$ cat src/rtl/adma_pkg.sv
// Shared definitions for the audio DMA counter.
// Assumes the format code packs the stereo flag in bit 0 and the 16-bit flag in bit 1.
package adma_pkg;

    typedef enum logic [1:0] {
        FMT_U8_MONO    = 2'd0,
        FMT_U8_STEREO  = 2'd1,
        FMT_S16_MONO   = 2'd2,
        FMT_S16_STEREO = 2'd3
    } sample_fmt_e;

    // log2 of the bytes per sample: one step for stereo, one step for 16-bit
    function automatic logic [1:0] sample_shift(input sample_fmt_e f);
        return {1'b0, f[0]} + {1'b0, f[1]};
    endfunction

endpackage

$ cat src/rtl/adma_sample_cnt.sv
// Sample down-counter with reload and interrupt pulse.
// Holds {remaining, reload} as two CW-bit halves. A write wins over a step in the same cycle.
// irq is registered: it is high in the cycle after the reloading step.
module adma_sample_cnt #(
    parameter int CW = 16
) (
    input  logic          clk,
    input  logic          rst_n,
    input  logic          we,
    input  logic [2*CW-1:0] wdata,
    input  logic          step,
    input  logic          int_en,
    output logic [2*CW-1:0] cnt,
    output logic          irq
);
    logic [CW-1:0] cur_q, rel_q;
    logic          irq_q;

    // Count down on each step, reload at zero, and pulse irq when enabled
    always_ff @(posedge clk) begin
        if (!rst_n) begin
            cur_q <= '0;
            rel_q <= '0;
            irq_q <= 1'b0;
        end else if (we) begin
            cur_q <= wdata[2*CW-1:CW];
            rel_q <= wdata[CW-1:0];
            irq_q <= 1'b0;
        end else if (step) begin
            if (cur_q == '0) begin
                cur_q <= rel_q;
                irq_q <= int_en;
            end else begin
                cur_q <= cur_q - 1'b1;
                irq_q <= 1'b0;
            end
        end else begin
            irq_q <= 1'b0;
        end
    end

    assign cnt = {cur_q, rel_q};
    assign irq = irq_q;
endmodule

$ cat src/rtl/adma_frame_pos.sv
// Word position inside a circular buffer plus a byte remainder.
// Holds {index, size-1}. Each step adds (1 << shift) bytes to the remainder, and a carry
// advances the index. At the last word the index either wraps (loop) or parks and sets done.
// A write wins over a step and clears the remainder and done.
module adma_frame_pos #(
    parameter int CW = 16
) (
    input  logic            clk,
    input  logic            rst_n,
    input  logic            we,
    input  logic [2*CW-1:0] wdata,
    input  logic            step,
    input  logic [1:0]      shift,
    input  logic            no_loop,
    output logic [2*CW-1:0] cnt,
    output logic [1:0]      leftover,
    output logic            done
);
    logic [CW-1:0] idx_q, size_q;
    logic [1:0]    left_q;
    logic          done_q;
    logic [2:0]    total;
    logic          carry, at_end;

    // Byte sum of the remainder and one sample; bit 2 is the word carry
    always_comb begin
        total  = {1'b0, left_q} + (3'd1 << shift);
        carry  = total[2];
        at_end = (idx_q >= size_q);
    end

    // Advance, wrap or park the word index and keep the remainder modulo 4
    always_ff @(posedge clk) begin
        if (!rst_n) begin
            idx_q  <= '0;
            size_q <= '0;
            left_q <= '0;
            done_q <= 1'b0;
        end else if (we) begin
            idx_q  <= wdata[2*CW-1:CW];
            size_q <= wdata[CW-1:0];
            left_q <= '0;
            done_q <= 1'b0;
        end else if (step) begin
            left_q <= total[1:0];
            if (carry) begin
                if (!at_end) begin
                    idx_q <= idx_q + 1'b1;
                end else if (no_loop) begin
                    done_q <= 1'b1;
                    left_q <= '0;
                end else begin
                    idx_q <= '0;
                end
            end
        end
    end

    assign cnt      = {idx_q, size_q};
    assign leftover = left_q;
    assign done     = done_q;
endmodule

$ cat src/rtl/audio_dma_counter.sv
// Per-channel DMA position engine: base address register, frame position and sample counter.
// Assumes at most one sample strobe per cycle and AW >= CW + 2.
// Strobes are ignored once a single-shot buffer has finished.
module audio_dma_counter #(
    parameter int AW = 32,
    parameter int CW = 16
) (
    input  logic            clk,
    input  logic            rst_n,
    input  logic            base_we,
    input  logic [AW-1:0]   base_wdata,
    input  logic            frame_we,
    input  logic [2*CW-1:0] frame_wdata,
    input  logic            sample_we,
    input  logic [2*CW-1:0] sample_wdata,
    input  logic [1:0]      fmt,
    input  logic            no_loop,
    input  logic            int_en,
    input  logic            sample_stb,
    output logic [AW-1:0]   xfer_addr,
    output logic [2*CW-1:0] frame_cnt,
    output logic [2*CW-1:0] sample_cnt,
    output logic            irq,
    output logic            xfer_active
);
    import adma_pkg::*;

    localparam int PAD = AW - CW - 2;

    logic [AW-1:0] base_q;
    logic [1:0]    left;
    logic          done;
    logic          step;
    logic [1:0]    shift;

    // Hold the frame base address
    always_ff @(posedge clk) begin
        if (!rst_n)       base_q <= '0;
        else if (base_we) base_q <= base_wdata;
    end

    // Accept strobes only while the channel is active and derive the sample size
    always_comb begin
        step  = sample_stb && !done;
        shift = sample_shift(sample_fmt_e'(fmt));
    end

    adma_frame_pos #(.CW(CW)) i_pos (
        .clk      (clk),
        .rst_n    (rst_n),
        .we       (frame_we),
        .wdata    (frame_wdata),
        .step     (step),
        .shift    (shift),
        .no_loop  (no_loop),
        .cnt      (frame_cnt),
        .leftover (left),
        .done     (done)
    );

    adma_sample_cnt #(.CW(CW)) i_smp (
        .clk    (clk),
        .rst_n  (rst_n),
        .we     (sample_we),
        .wdata  (sample_wdata),
        .step   (step),
        .int_en (int_en),
        .cnt    (sample_cnt),
        .irq    (irq)
    );

    // Byte address: base plus word index times four plus the remainder
    always_comb begin
        xfer_addr = base_q + {{PAD{1'b0}}, frame_cnt[2*CW-1:CW], 2'b00}
                           + {{(AW-2){1'b0}}, left};
    end

    assign xfer_active = !done;
endmodule

$ cat config.mk
export PLATFORM = sky130hd
export DESIGN_NAME = audio_dma_counter
export DESIGN_NICKNAME = d
export VERILOG_FILES = /design/src/rtl/adma_pkg.sv /design/src/rtl/adma_sample_cnt.sv /design/src/rtl/adma_frame_pos.sv /design/src/rtl/audio_dma_counter.sv
export SDC_FILE = /design/constraint.sdc
export NUM_CORES = 1
export LEC_CHECK = 0
export BUFFER_PORTS_ARGS = -buffer_cell sky130_fd_sc_hd__buf_2
export CAP_MARGIN = 5
export CORE_MARGIN = 1
export CORE_UTILIZATION = 50
export DETAILED_ROUTE_END_ITERATION = 12
export MAX_ROUTING_LAYER = met4
export PLACE_DENSITY = 0.79
export SLEW_MARGIN = 30
export SYNTH_ARGS = -nofsm -noshare
export SYNTH_HDL_FRONTEND = slang
export SYNTH_SLANG_ARGS = --single-unit
$ cat constraint.sdc
create_clock -name clk -period 3.9 [get_ports clk]
set_input_delay 0.39 -clock clk [delete_from_list [all_inputs] [get_ports clk]]
set_output_delay 0.39 -clock clk [all_outputs]
set_load 0.01 [all_outputs]
### After elaboration in Yosys (flattened, before gate mapping)

Index checks and enable logic that the tools add are counted.

* output and inout bits: 98
* logic and storage cells: 41
* register bits after elaboration: 100
* input port bits: 106

* eq/ne operators: 1
* add/sub/neg operators: 6
* bitwise gates (word level): 3
* shift operators: 1
* magnitude comparators: 1
* mux-type cells: 11
* reduce and logical (&&, ||, !) cells: 10

Operator list (count)
* $mux 16: 8
* $add 32x18->32: 1
* $add 32x2->32: 1
* $add 16x1->16 const B: 1
* $ge 16x16->1: 1
* $logic_not 16->1: 1
* $sub 16x1->16 const B: 1
* $mux 2: 3
* $reduce_bool 2->1: 3
* $reduce_and 4->1: 1
* $reduce_or 4->1: 1
* $add 2x3->3: 1
* $ne 3x3->1 const B: 1
* $not 1->1: 3
* $reduce_and 3->1: 1
* $shl 1x2->3 const A: 1
* $add 1x1->2: 1
* $reduce_or 2->1: 1
* $logic_and 1x1->1: 1
* $logic_not 1->1: 1

### Depth between registers and ports, before layout

Gate-level depths: netlist (run 1).

* depth after elaboration: 6
* gate-level depth with buffers: 12
* gate-level depth less buffers: 11

### Modules after synthesis

Synthesis (run 1) repeated with hierarchy kept, for this count alone.

* cell total of the unflattened synthesis: 730
* area total of the unflattened synthesis: 6418.7 um^2

Modules (own cells, without submodules)
* adma_frame_pos: cells each 262, area each 2307.2 um^2, instances 1, sequential area each 700.7 um^2
* audio_dma_counter: cells each 254, area each 2289.7 um^2, instances 1, sequential area each 640.6 um^2
* adma_sample_cnt: cells each 214, area each 1821.7 um^2, instances 1, sequential area each 660.6 um^2

### Worst setup path after synthesis (run 1)

No wires, ideal clock.

* path kind: flip-flop to output port
* start point: register i_pos.left_q[0], in the netlist i_pos.leftover[0]
* end point: output xfer_addr[28]
* data arrival time: 2.428 ns
* stages on the path, launching flop included: 11
* path buffers: 0
* data required time: 3.510 ns
* slack: 1.082 ns
* path through: dfxtp_1 ha_1 inv_1 fa_1 nor2b_1 o211ai_1 a31oi_1 o21bai_1 a21oi_1 nand4_1 xnor2_1

* cells in the longest elaborated chain, start to end: 1

Ends and longest elaborated chain
* start: declaration: RTL line adma_frame_pos.sv:20 `logic [1:0] left_q;`
* start signal: assignment: RTL line adma_frame_pos.sv:45 `left_q <= total[1:0];`
* $add 32x2->32: RTL line audio_dma_counter.sv:75 `+ {{(AW-2){1'b0}}, left};`
* end: declaration: RTL line audio_dma_counter.sv:20 `output logic [AW-1:0] xfer_addr,`

No other way between the ends.

### Worst setup path after layout (run 1)

* start point: register i_pos.idx_q[6]
* end point: output xfer_addr[28]

* cells in the longest elaborated chain, start to end: 2

Ends and longest elaborated chain
* start: declaration: RTL line adma_frame_pos.sv:19 `logic [CW-1:0] idx_q, size_q;`
* start signal: assignment: RTL line adma_frame_pos.sv:40 `idx_q <= wdata[2*CW-1:CW];`
* start signal: assignment: RTL line adma_frame_pos.sv:48 `idx_q <= idx_q + 1'b1;`
* $add 32x18->32: RTL line audio_dma_counter.sv:74 `xfer_addr = base_q + {{PAD{1'b0}}, frame_cnt[2*CW-1:CW], 2'b00}`
* $add 32x2->32: RTL line audio_dma_counter.sv:75

No other way between the ends.

==> impl_metrics.sql, run 1 <==
INSERT INTO impl_metrics (metric_group, metric, value, unit) VALUES
('run_status', 'outcome', 'completed', ''),
('setup_path', 'critPathArrivalTime', '2.98', 'ns'),
('die', 'fp-row-count', '40', ''),
('logic_synthesis', 'synth.lib_cells_used.distinct', '62', ''),
('clock_network', 'hold_buffers', '0', ''),
('layout', 'filler_cell_count', '1072', ''),
('clock_network', 'h-tree-depth', '3', ''),
('routing', 'drc_errors', '0', ''),
('setup_path', 'timing.critical_path.from_type', 'register', ''),
('placed_design', 'hpwl', '12.0', 'mm'),
('timing', 'timing.final.max_slew_violations', '0', ''),
('timing', 'worst_slew_margin_rel', '36.7', '%'),
('logic_synthesis', 'synthesis.yosys.warnings', '0', ''),
('logic_synthesis', 'netlist_top_cells_area', 'dfxtp_1 (32%), mux2i_1 (11%), ha_1 (8.1%), nor2b_1 (7.7%), nand2_1 (3.6%)', ''),
('global_routing', 'grt_pass1_wl', '26.2', 'mm'),
('global_routing', 'number_of_global_route_vias_before_repair', '5437', ''),
('logic_synthesis', 'synth_cells', '730', ''),
('routing', 'vias_per_cell', '5.51', ''),
('logic_synthesis', 'synth_top_cell_area_share', '32.4', '%'),
('routing', 'num_vias', '5917', ''),
('setup_path', 'r2r_cells', '8', ''),
('logic_synthesis', 'synth-async-reset-ratio', '0', '%'),
('power', 'pwr_density_cell', '366', 'nW/um^2'),
('logic_synthesis', 'syn-cell-area', '6170', 'um^2'),
('clock_network', 'cts_num_sinks', '100', ''),
('clock_network', 'cts_root_buffer_type', 'clkbuf_16', ''),
('power', 'report.power.total', '2.81', 'mW'),
('routing', 'drt_pass1_iterations', '5', ''),
('placed_design', 'dp.cells', '1057', ''),
('timing', 'timing_worst_slew_pin_value', '0.949', 'ns'),
('layout', 'final_layout_size_suffix_gt1_share', '25.8', '%'),
('timing', 'timing.final.crit_share', '86.4', '%'),
('placed_design', 'io_buffer_count', '203', ''),
('layout', 'multiInputGateArea', '3900', 'um^2'),
('die', 'design.portCount', '204', ''),
('layout', 'final-instance-count-excl-fill', '1073', ''),
('clock_network', 'post_cts_resized', '0', ''),
('min_path', 'hold_class', 'primary input to register', ''),
('timing', 'grt_setup_unrepaired', 'false', ''),
('layout', 'final_core_utilization', '63.9', '%'),
('clock_network', 'cts_post_setup_buffers_inserted', '0', ''),
('logic_synthesis', 'synth_enable_flop_cells', '0', ''),
('setup_path', 'critical_path_sink', 'xfer_addr[28]', ''),
('die', 'core', '12000', 'um^2'),
('setup_path', 'worstReg2RegStart', 'i_pos.idx_q[11]', ''),
('global_routing', 'antenna_found_initial', '0', ''),
('timing', 'worst_clock_skew', '0.00479', 'ns'),
('setup_path', 'worst-r2r-setup-slack', '0.98', 'ns'),
('global_routing', 'grt_max_degree', '88', ''),
('timing', 'endpoints_failing_hold', '0', ''),
('global_routing', 'global_route.usage.total', '26.5', '%'),
('flow_run', 'max_cap_violations', '0', ''),
('logic_synthesis', 'synth_flop_cell', 'dfxtp_1', ''),
('clock_network', 'cts_made_buffers', '9', ''),
('timing', 'setup-tns-final', '0', 'ns'),
('clock_network', 'cts-root-to-sink-buffers', '2', ''),
('die', 'die_area', '12800', 'um^2'),
('placed_design', 'routabilityCongestion', '0.927', ''),
('setup_path', 'critical_path_end_type', 'primary output', ''),
('setup_path', 'worst-setup-path-type', 'register to primary output', ''),
('layout', 'nNetsFinal', '1069', ''),
('logic_synthesis', 'synth-seq-cells', '100', ''),
('layout', 'seqCellArea', '2000', 'um^2'),
('routing', 'antenna_violating_nets_post_route', '0', ''),
('power', 'max-vdd-ir-drop', '0.313', 'mV'),
('timing', 'post-route-min-period', '3.37', 'ns'),
('timing', 'max_freq', '0.297', 'GHz'),
('logic_synthesis', 'sequential_fraction_of_the_synthesis_area', '32.4', '%'),
('layout', 'syn_to_final_growth', '24.3', '%'),
('timing', 'setup_viol', '0', ''),
('global_routing', 'global_route.overflow_total', '0', '');
-- cells in the mapped netlist (8+ instances only) --
cell,instances
a211oi_1,8
a21o_1,8
a21oi_1,40
a31oi_1,9
clkbuf_1,23
dfxtp_1,100
ha_1,40
inv_1,37
mux2i_1,65
nand2_1,59
nand3_1,24
nand4_1,11
nor2_1,43
nor2b_1,76
nor3_1,13
o211ai_1,16
o21ai_0,33
xnor2_1,21
xor2_1,9
-- stage by stage --
stage               hold WS (ns)  cell area [um^2]  worst slack, ns
global placement           0.477              7310            0.771
global route               0.266              7670            0.217
detailed placement         0.481              7310            0.721
floorplan                  0.453              6170             1.08
CTS                        0.237              7670            0.549
finish                     0.254              7670            0.528
-- cell usage in the layout (no fill, tap or decap), types with 8 or more instances in the layout --
master     instances
nand4_1           11
clkbuf_16          9
a21o_1             8
dfxtp_1          100
nor3_1            13
mux2i_1           65
o21ai_0           33
buf_2            203
o211ai_1          16
xnor2_1           21
a21oi_1           40
nand2_1           59
inv_1             37
nor2b_1           76
nand3_1           24
ha_1              40
a31oi_1            9
buf_4              9
xor2_1             9
nor2_1            43
a211oi_1           8
-- flip-flops by register name, summed over array words and instances, names as in the netlist --
register / flops
base_q: 32
i_pos.leftover: 2
i_smp.rel_q: 16
i_smp.cur_q: 16
i_pos.size_q: 16
i_pos.done: 1
i_smp.irq: 1
i_pos.idx_q: 16
-- cells by family after synthesis --
group / count (synthesis) / synth area share (%)
flops: 100 / 32.4
fa+ha+maj: 42 / 8.76
compound gates: 160 / 17.3
mux: 66 / 10.7
xor+xnor: 30 / 4.26
simple gates: 262 / 22.2
buf+inv: 70 / 4.34
-- worst min path at each step --
stage | end | startpoint | depth (start not counted)
CTS | i_pos.idx_q[10] | frame_wdata[26] | 3
global placement | i_pos.done | i_pos.done | 2
floorplan | i_pos.leftover[0] | i_pos.leftover[0] | 2
finish | i_pos.idx_q[10] | frame_wdata[26] | 3
global route | i_pos.idx_q[12] | frame_wdata[28] | 3
detailed placement | i_pos.done | i_pos.done | 2
-- layout make-up --
type,count,area share [%]
clock buffers,11,3.29
inverters,38,1.86
multi-input cells,560,50.8
repair buffers,212,14.1
flip-flops and latches,100,26.1
clock inverters,5,1.39
well taps,147,2.40
-- metal layers --
layer  wire (um)  up-vias  track usage [%]
li1            -     2988                -
met1        7530     2701             33.0
met2        7550      207             43.3
met3         919       21             4.93
met4         269        0             8.95
met5           0        -                -
-- power by group --
part / total [mW] / switching, mW / internal (mW)
Combinational: 0.592 / 0.324 / 0.268
Sequential: 1.16 / 0.0733 / 1.09
Clock: 1.06 / 0.392 / 0.664
-- critical path, cell delays in order (launching register included) --
cell and delay, ns:
dfxtp_1 0.53, ha_1 0.38, and4_1 0.27, or4_1 0.50, o21ai_0 0.13, o21bai_1 0.15, a21oi_1 0.10, buf_4 0.18
nand4_1 0.10, xnor2_1 0.13, buf_2 0.16
(Power assumes the default switching activity.)
==> run 2, diff against run 1 <==
--- a/config.mk
+++ b/config.mk
@@ -5,13 +5,12 @@
 export SDC_FILE = /design/constraint.sdc
 export NUM_CORES = 1
 export LEC_CHECK = 0
-export BUFFER_PORTS_ARGS = -buffer_cell sky130_fd_sc_hd__buf_2
 export CAP_MARGIN = 5
 export CORE_MARGIN = 1
 export CORE_UTILIZATION = 50
 export DETAILED_ROUTE_END_ITERATION = 12
+export DONT_BUFFER_PORTS = 1
 export MAX_ROUTING_LAYER = met4
-export PLACE_DENSITY = 0.79
 export SLEW_MARGIN = 30
 export SYNTH_ARGS = -nofsm -noshare
 export SYNTH_HDL_FRONTEND = slang
==> run 2 against run 1 <==
  * Clock skew is 0.0025 ns higher
  * Core utilization down 8.3 points
  * Non-clock buffer count down 195
==> impl_metrics.sql, run 2 (synthesized netlist as in run 1, its figures left out) <==
INSERT INTO impl_metrics (metric_group, metric, value, unit) VALUES
('setup_path', 'cpMaxStageDelayCell', 'a31oi_1', ''),
('routing', 'drt_first_iter_violations', '284', ''),
('clock_network', 'cts-root-to-sink-buffers', '2', ''),
('routing', 'antenna_violating_nets_post_route', '0', ''),
('power', 'power_frac_comb', '17.4', '%'),
('routing', 'vias_per_cell', '6.01', ''),
('clock_network', 'clk_transition_reported_paths', '0.07', 'ns'),
('global_routing', 'global_route.usage.total', '26.4', '%'),
('die', 'fp-row-count', '40', ''),
('setup_path', 'worst_path_cell_chain', 'ha_1 > inv_1 > fa_1 > nor2b_1 > o211ai_1 > a31oi_1 > o21bai_1 > a21oi_2 > nand4_1 > xnor2_1', ''),
('clock_network', 'cts_post_setup_buffers_inserted', '0', ''),
('global_routing', 'antenna_found_initial', '0', ''),
('global_routing', 'global_route.overflow_total', '0', ''),
('placed_design', 'postPlaceCellArea', '6360', 'um^2'),
('power', 'power.share.switching', '28.5', '%'),
('timing', 'timing.final.max_slew_violations', '0', ''),
('setup_path', 'slowest_delay', '0.47', 'ns'),
('power', 'power_frac_seq', '45.7', '%'),
('setup_path', 'worst-setup-path-type', 'register to primary output', ''),
('die', 'design.portCount', '204', ''),
('min_path', 'hold_class', 'primary input to register', ''),
('timing', 'fin_worst_hold_slack', '0.153', 'ns'),
('layout', 'syn_to_final_growth', '8.23', '%'),
('placed_design', 'io_buffer_count', '0', ''),
('power', 'power_frac_clock', '36.9', '%'),
('layout', 'final-instance-count-excl-fill', '878', ''),
('setup_path', 'crit_buf_inv', '1', ''),
('timing', 'grt_setup_unrepaired', 'false', ''),
('setup_path', 'worstReg2RegStart', 'i_pos.idx_q[2]', ''),
('layout', 'layout.cell_area.non_filler', '6680', 'um^2'),
('die', 'initial_core_util', '51.4', '%'),
('setup_path', 'critical_path.max_fanout', '7', ''),
('layout', 'leading_cell_type_in_the_layout_fill_and_taps_excluded', 'dfxtp_1', ''),
('timing', 'worst_clock_skew', '0.00726', 'ns'),
('min_path', 'timing.hold.worst_path_depth', '2', ''),
('power', 'report.power.total', '2.55', 'mW'),
('layout', 'largest-register', 'base_q', ''),
('timing', 'post-route-min-period', '3.60', 'ns'),
('global_routing', 'grt_pass1_wl', '25.8', 'mm'),
('power', 'power_internal', '1.83', 'mW'),
('setup_path', 'worst-r2r-setup-slack', '0.97', 'ns'),
('setup_path', 'required_time_of_the_worst_setup_path', '3.51', 'ns'),
('timing', 'max_freq', '0.278', 'GHz'),
('global_routing', 'grt_max_degree', '89', ''),
('power', 'total_leakage_power', '2.78', 'nW'),
('clock_network', 'cts_root_buffer_type', 'clkbuf_16', ''),
('clock_network', 'h-tree-depth', '3', ''),
('die', 'die_height', '113', 'um'),
('die', 'core', '12000', 'um^2'),
('run_status', 'outcome', 'completed', ''),
('timing', 'endpoints_failing_hold', '0', ''),
('setup_path', 'timing.critical_path.from_type', 'register', ''),
('timing', 'worst_slew_margin_rel', '39.3', '%'),
('timing', 'timing.final.crit_share', '92.2', '%'),
('layout', 'nNetsFinal', '874', ''),
('setup_path', 'r2r_cells', '9', ''),
('timing', 'setup_viol', '0', ''),
('clock_network', 'cts_num_sinks', '100', ''),
('power', 'max-vdd-ir-drop', '0.284', 'mV'),
('setup_path', 'critPathArrivalTime', '3.21', 'ns'),
('layout', 'final_layout_size_suffix_gt1_share', '6.16', '%'),
('routing', 'num_vias', '5273', ''),
('placed_design', 'dp.cells', '862', ''),
('layout', 'diodes', '0', ''),
('power', 'netSwitchingPower', '727', 'uW'),
('placed_design', 'routabilityCongestion', '0.823', ''),
('flow_run', 'max_cap_violations', '0', ''),
('min_path', 'worstHoldStart', 'frame_wdata[27]', ''),
('min_path', 'min_to', 'i_pos.idx_q[11]', ''),
('die', 'die_area', '12800', 'um^2'),
('power', 'pwr_density_cell', '382', 'nW/um^2'),
('timing', 'setup-tns-final', '0', 'ns'),
('layout', 'layout_common_cells', 'dfxtp_1 (100), nor2b_1 (76), mux2i_1 (65)', ''),
('global_routing', 'number_of_global_route_vias_before_repair', '5196', ''),
('routing', 'drc_errors', '0', ''),
('clock_network', 'clock_insertion_delay_worst_skew', '0.35', 'ns'),
('routing', 'drt_pass1_iterations', '5', ''),
('clock_network', 'cts_made_buffers', '9', ''),
('die', 'die_width', '113', 'um'),
('clock_network', 'tritoncts_clock_tree', 'done', ''),
('timing', 'timing_worst_slew_pin_value', '0.903', 'ns'),
('setup_path', 'critical_path_end_type', 'primary output', ''),
('routing', 'avgRoutedWirePerCell', '18.4', 'um'),
('setup_path', 'critical-path-top-delay-family', 'compound AO/OA/AOI/OAI gates', ''),
('setup_path', 'regToRegEndpoint', 'i_pos.idx_q[14]', ''),
('routing', 'totalWireLength', '16.1', 'mm'),
('placed_design', 'hpwl', '12.0', 'mm'),
('layout', 'largest_register_ff_count', '32', '');
## run 2: through the flow
stage / worst slack, ns / utilization (%)
floorplan: 1.08 / -
global placement: 0.567 / 52.9
detailed placement: 0.493 / 52.9
CTS: 0.0840 / 55.5
global route: 0.0208 / 55.6
finish: 0.305 / 55.6
## run 2: per-layer routing
| layer | global-route usage, % | vias up | wire, um |
|---|---|---|---|
| li1 | - | 2589 | - |
| met1 | 27.9 | 2489 | 6500 |
| met2 | 45.8 | 176 | 8110 |
| met3 | 9.32 | 19 | 1250 |
| met4 | 8.42 | 0 | 262 |
| met5 | - | - | 0 |
## run 2: worst max path at each step
stage / from / to / slack, ns / cells past startpoint
2_1_floorplan: i_pos.leftover[0] / xfer_addr[28] / 1.08 / 10
3_3_place_gp: i_pos.leftover[0] / xfer_addr[28] / 0.57 / 10
3_5_place_dp: i_pos.leftover[0] / xfer_addr[28] / 0.49 / 10
4_1_cts: i_pos.leftover[0] / xfer_addr[28] / 0.08 / 10
5_1_grt: i_pos.leftover[0] / xfer_addr[28] / 0.02 / 10
6_report: i_pos.leftover[0] / xfer_addr[28] / 0.30 / 10
## run 2: repair_timing
action / CTS / global route
setup endpoints to repair: 0 / 6
gates resized for setup: 0 / 1
hold buffers: 0 / 0
## run 2: final cells by class
cell class	instances	area (um^2)
well taps	147	184
inverters	38	143
repair buffers	17	128
multi-input cells	560	3910
clock buffers	13	270
fillers	1132	5330
flip-flops and latches	100	2000
clock inverters	3	43.8
## run 2: power by group through the flow
stage               sequential (mW)  combinational, mW  clock (mW)
finish                         1.17              0.445       0.942
global placement               1.19              0.430           0
detailed placement             1.19              0.442           0
floorplan                      1.18              0.365           0
CTS                            1.17              0.445       0.964
global route                   1.18              0.497        1.01
==> run 3, diff against run 2 <==
--- a/config.mk
+++ b/config.mk
@@ -5,12 +5,15 @@
 export SDC_FILE = /design/constraint.sdc
 export NUM_CORES = 1
 export LEC_CHECK = 0
+export ABC_AREA = 1
 export CAP_MARGIN = 5
 export CORE_MARGIN = 1
 export CORE_UTILIZATION = 50
 export DETAILED_ROUTE_END_ITERATION = 12
 export DONT_BUFFER_PORTS = 1
 export MAX_ROUTING_LAYER = met4
+export REMOVE_ABC_BUFFERS = 1
+export SETUP_SLACK_MARGIN = 0.02
 export SLEW_MARGIN = 30
 export SYNTH_ARGS = -nofsm -noshare
 export SYNTH_HDL_FRONTEND = slang
==> run 3 against run 2 <==
  * Largest cell class unchanged
  * Highest routed layer unchanged
  * Die area rose by 11%
  * Register-to-register slack better by 0.32 ns
  * Routed wire length rose by 22%
  * Largest power group unchanged
  * Clock-buffer cell count shrank 3
==> impl_metrics.sql, run 3 <==
INSERT INTO impl_metrics (metric_group, metric, value, unit) VALUES
('power', 'pwr_density_cell', '397', 'nW/um^2'),
('layout', 'filler_cell_count', '1452', ''),
('timing', 'timing.final.max_slew_violations', '0', ''),
('timing', 'grt_setup_unrepaired', 'false', ''),
('routing', 'drt_first_iter_violations', '446', ''),
('clock_network', 'clk_transition_reported_paths', '0.07', 'ns'),
('die', 'die_area', '14200', 'um^2'),
('die', 'die_width', '119', 'um'),
('power', 'report.power.total', '2.89', 'mW'),
('die', 'initial_core_util', '51.5', '%'),
('timing', 'post-route-min-period', '2.97', 'ns'),
('die', 'design.portCount', '204', ''),
('setup_path', 'worstReg2RegStart', 'i_pos.idx_q[3]', ''),
('logic_synthesis', 'synth-async-reset-ratio', '0', '%'),
('logic_synthesis', 'synthesis.yosys.warnings', '0', ''),
('routing', 'drt_pass1_iterations', '5', ''),
('layout', 'final_core_utilization', '54.4', '%'),
('timing', 'worst_slew_margin_rel', '64.0', '%'),
('logic_synthesis', 'ys_top_cells_by_count', 'nand2_1 (270), nor2_1 (195), inv_1 (129)', ''),
('layout', 'diodes', '0', ''),
('layout', 'largest-register', 'base_q', ''),
('layout', 'layout.cell_area.non_filler', '7260', 'um^2'),
('min_path', 'hold_class', 'primary input to register', ''),
('min_path', 'worstHoldStart', 'sample_we', ''),
('setup_path', 'slowest_delay', '0.41', 'ns'),
('setup_path', 'timing.critical_path.from_type', 'register', ''),
('setup_path', 'critical_path_end_type', 'primary output', ''),
('timing', 'setup_viol', '0', ''),
('clock_network', 'cts_root_buffer_type', 'clkbuf_16', ''),
('setup_path', 'worst_path_cell_chain', 'ha_1 > inv_1 > fa_1 > o21ai_1 > nand2_1 > nand2_1 > nand2_1 > o211ai_1 > nand2_1 > nand2_1 > nand2_1 > nand2_1', ''),
('layout', 'syn_to_final_growth', '5.62', '%'),
('clock_network', 'hold_buffers', '0', ''),
('flow_run', 'max_cap_violations', '0', ''),
('logic_synthesis', 'synth.lib_cells_used.distinct', '34', ''),
('timing', 'worst_clock_skew', '0.00631', 'ns'),
('clock_network', 'cts-root-to-sink-buffers', '2', ''),
('layout', 'layout_common_cells', 'nand2_1 (270), nor2_1 (195), inv_1 (129)', ''),
('logic_synthesis', 'syn-cell-area', '6880', 'um^2'),
('timing', 'setup-tns-final', '0', 'ns'),
('setup_path', 'critical_path.startpoint', 'i_pos.leftover[0]', ''),
('routing', 'avgRoutedWirePerCell', '15.4', 'um'),
('global_routing', 'global_route.usage.total', '29.0', '%'),
('power', 'max-vdd-ir-drop', '0.267', 'mV'),
('clock_network', 'tritoncts_clock_tree', 'done', ''),
('die', 'core', '13300', 'um^2'),
('layout', 'leading_cell_type_in_the_layout_fill_and_taps_excluded', 'nand2_1', ''),
('logic_synthesis', 'sequential_fraction_of_the_synthesis_area', '29.1', '%'),
('routing', 'antenna_violating_nets_post_route', '0', ''),
('die', 'die_height', '119', 'um'),
('run_status', 'outcome', 'completed', ''),
('logic_synthesis', 'synth_enable_flop_cells', '0', ''),
('layout', 'final_layout_size_suffix_gt1_share', '3.28', '%'),
('logic_synthesis', 'synth_top_cell_area_share', '29.1', '%'),
('clock_network', 'h-tree-depth', '3', ''),
('timing', 'endpoints_failing_hold', '0', ''),
('logic_synthesis', 'postSynthAreaPerCell', '6.19', 'um^2'),
('logic_synthesis', 'synth_cells', '1111', ''),
('global_routing', 'number_of_global_route_vias_before_repair', '6324', ''),
('clock_network', 'cts_made_buffers', '9', ''),
('placed_design', 'hpwl', '14.7', 'mm'),
('setup_path', 'cpMaxStageDelayCell', 'fa_1', ''),
('logic_synthesis', 'synth_flop_cell', 'dfxtp_1', ''),
('setup_path', 'critPathArrivalTime', '2.58', 'ns'),
('timing', 'timing_worst_slew_pin_value', '0.539', 'ns'),
('logic_synthesis', 'synth-seq-cells', '100', ''),
('setup_path', 'worst-setup-path-type', 'register to primary output', ''),
('power', 'total_leakage_power', '3.50', 'nW'),
('placed_design', 'postPlaceCellArea', '6970', 'um^2'),
('placed_design', 'io_buffer_count', '0', ''),
('clock_network', 'cts_num_sinks', '100', ''),
('clock_network', 'clock_insertion_delay_worst_skew', '0.36', 'ns'),
('timing', 'timing.final.crit_share', '76.1', '%'),
('setup_path', 'path_common_cell', 'nand2_1', ''),
('clock_network', 'cts_post_setup_buffers_inserted', '0', ''),
('routing', 'totalWireLength', '19.6', 'mm'),
('global_routing', 'global_route.overflow_total', '0', ''),
('global_routing', 'grt_max_degree', '90', ''),
('setup_path', 'required_time_of_the_worst_setup_path', '3.51', 'ns'),
('routing', 'drc_errors', '0', ''),
('global_routing', 'grt_pass1_wl', '31.7', 'mm'),
('logic_synthesis', 'netlist.top_cell.by_area', 'dfxtp_1', ''),
('die', 'fp-row-count', '42', ''),
('timing', 'max_freq', '0.337', 'GHz'),
('setup_path', 'critical-path-top-delay-family', 'simple AND/OR/NAND/NOR gates', ''),
('layout', 'nNetsFinal', '1239', ''),
('layout', 'largest_register_ff_count', '32', ''),
('clock_network', 'post_cts_resized', '0', ''),
('routing', 'vias_per_cell', '5.32', ''),
('logic_synthesis', 'synth_most_common_cell', 'nand2_1', ''),
('setup_path', 'crit_buf_inv', '1', ''),
('placed_design', 'routabilityCongestion', '0.895', ''),
('global_routing', 'antenna_found_initial', '0', ''),
('routing', 'num_vias', '6762', ''),
('logic_synthesis', 'netlist_top_cells_area', 'dfxtp_1 (29%), nand2_1 (15%), nor2_1 (11%), ha_1 (7.3%), inv_1 (7.0%)', ''),
('setup_path', 'critical_path.max_fanout', '4', '');
[run 3: changes by cell type in the layout (fill, tap and decap cells not counted), moves of 12 or more]
cell,before,now
a21oi_1,38,76
nand3_1,24,66
buf_4,17,5
o211ai_1,16,4
o21ai_0,33,94
mux2i_1,65,0
xor2_1,9,24
inv_1,37,129
nand2_1,59,270
nor2_1,43,195
nor2b_1,76,0
xnor2_1,21,7
[run 3: cell type report]
type                            count  area [um^2]  share of cell area, %
Clock buffer                       10          229                   3.15
Timing Repair Buffer                5         37.5                  0.517
Sequential cell                   100         2000                   27.6
Clock inverter                      6         63.8                  0.878
Tap cell                          176          220                   3.03
Multi-Input combinational cell    842         4210                   58.0
Inverter                          133          499                   6.87
[run 3: path summary, 6_finish.rpt]
check	cells past startpoint	slack, ns	end
max reg2reg	10	1.29	i_pos.idx_q[12]
max	12	0.93	xfer_addr[18]
min	1	0.11	i_smp.irq
min reg2reg	2	0.50	base_q[29]
[run 3: cells by family (layout without fill, tap and decap cells)]
family / after synthesis / in the layout / synth area share [%]
flip-flops: 100 / 100 / 29.1
adder cells (fa/ha/maj): 42 / 42 / 7.86
AO/OA/AOI/OAI: 185 / 185 / 13.8
buffers and inverters: 169 / 154 / 9.64
XOR/XNOR: 31 / 31 / 3.95
AND/OR/NAND/NOR: 584 / 584 / 35.6
[run 3: where the power goes]
| group | switching [mW] | internal (mW) |
|---|---|---|
| registers | 0.146 | 1.10 |
| clock network | 0.425 | 0.498 |
| logic | 0.469 | 0.244 |
| total | 1.04 | 1.85 |
[run 3: stage by stage]
stage                     worst slack [ns]  instances  hold slack, ns
after floorplan                       1.66       1075           0.461
after global placement                1.32       1256           0.474
after detailed placement              1.31       1256           0.475
after CTS                            0.928       1272          0.0947
after global routing                 0.648       1272          0.0958
final                                0.933       1272           0.106
[run 3: layer usage]
layer | share of wire (%) | vias to the layer above | GRT usage (%) | wire length (um)
met5 | 0 | - | - | 0
met4 | 2.0 | 0 | 7.83 | 397
met3 | 7.6 | 27 | 7.71 | 1500
met2 | 46 | 229 | 47.3 | 9000
met1 | 44 | 2980 | 35.2 | 8720
li1 | - | 3526 | - | -
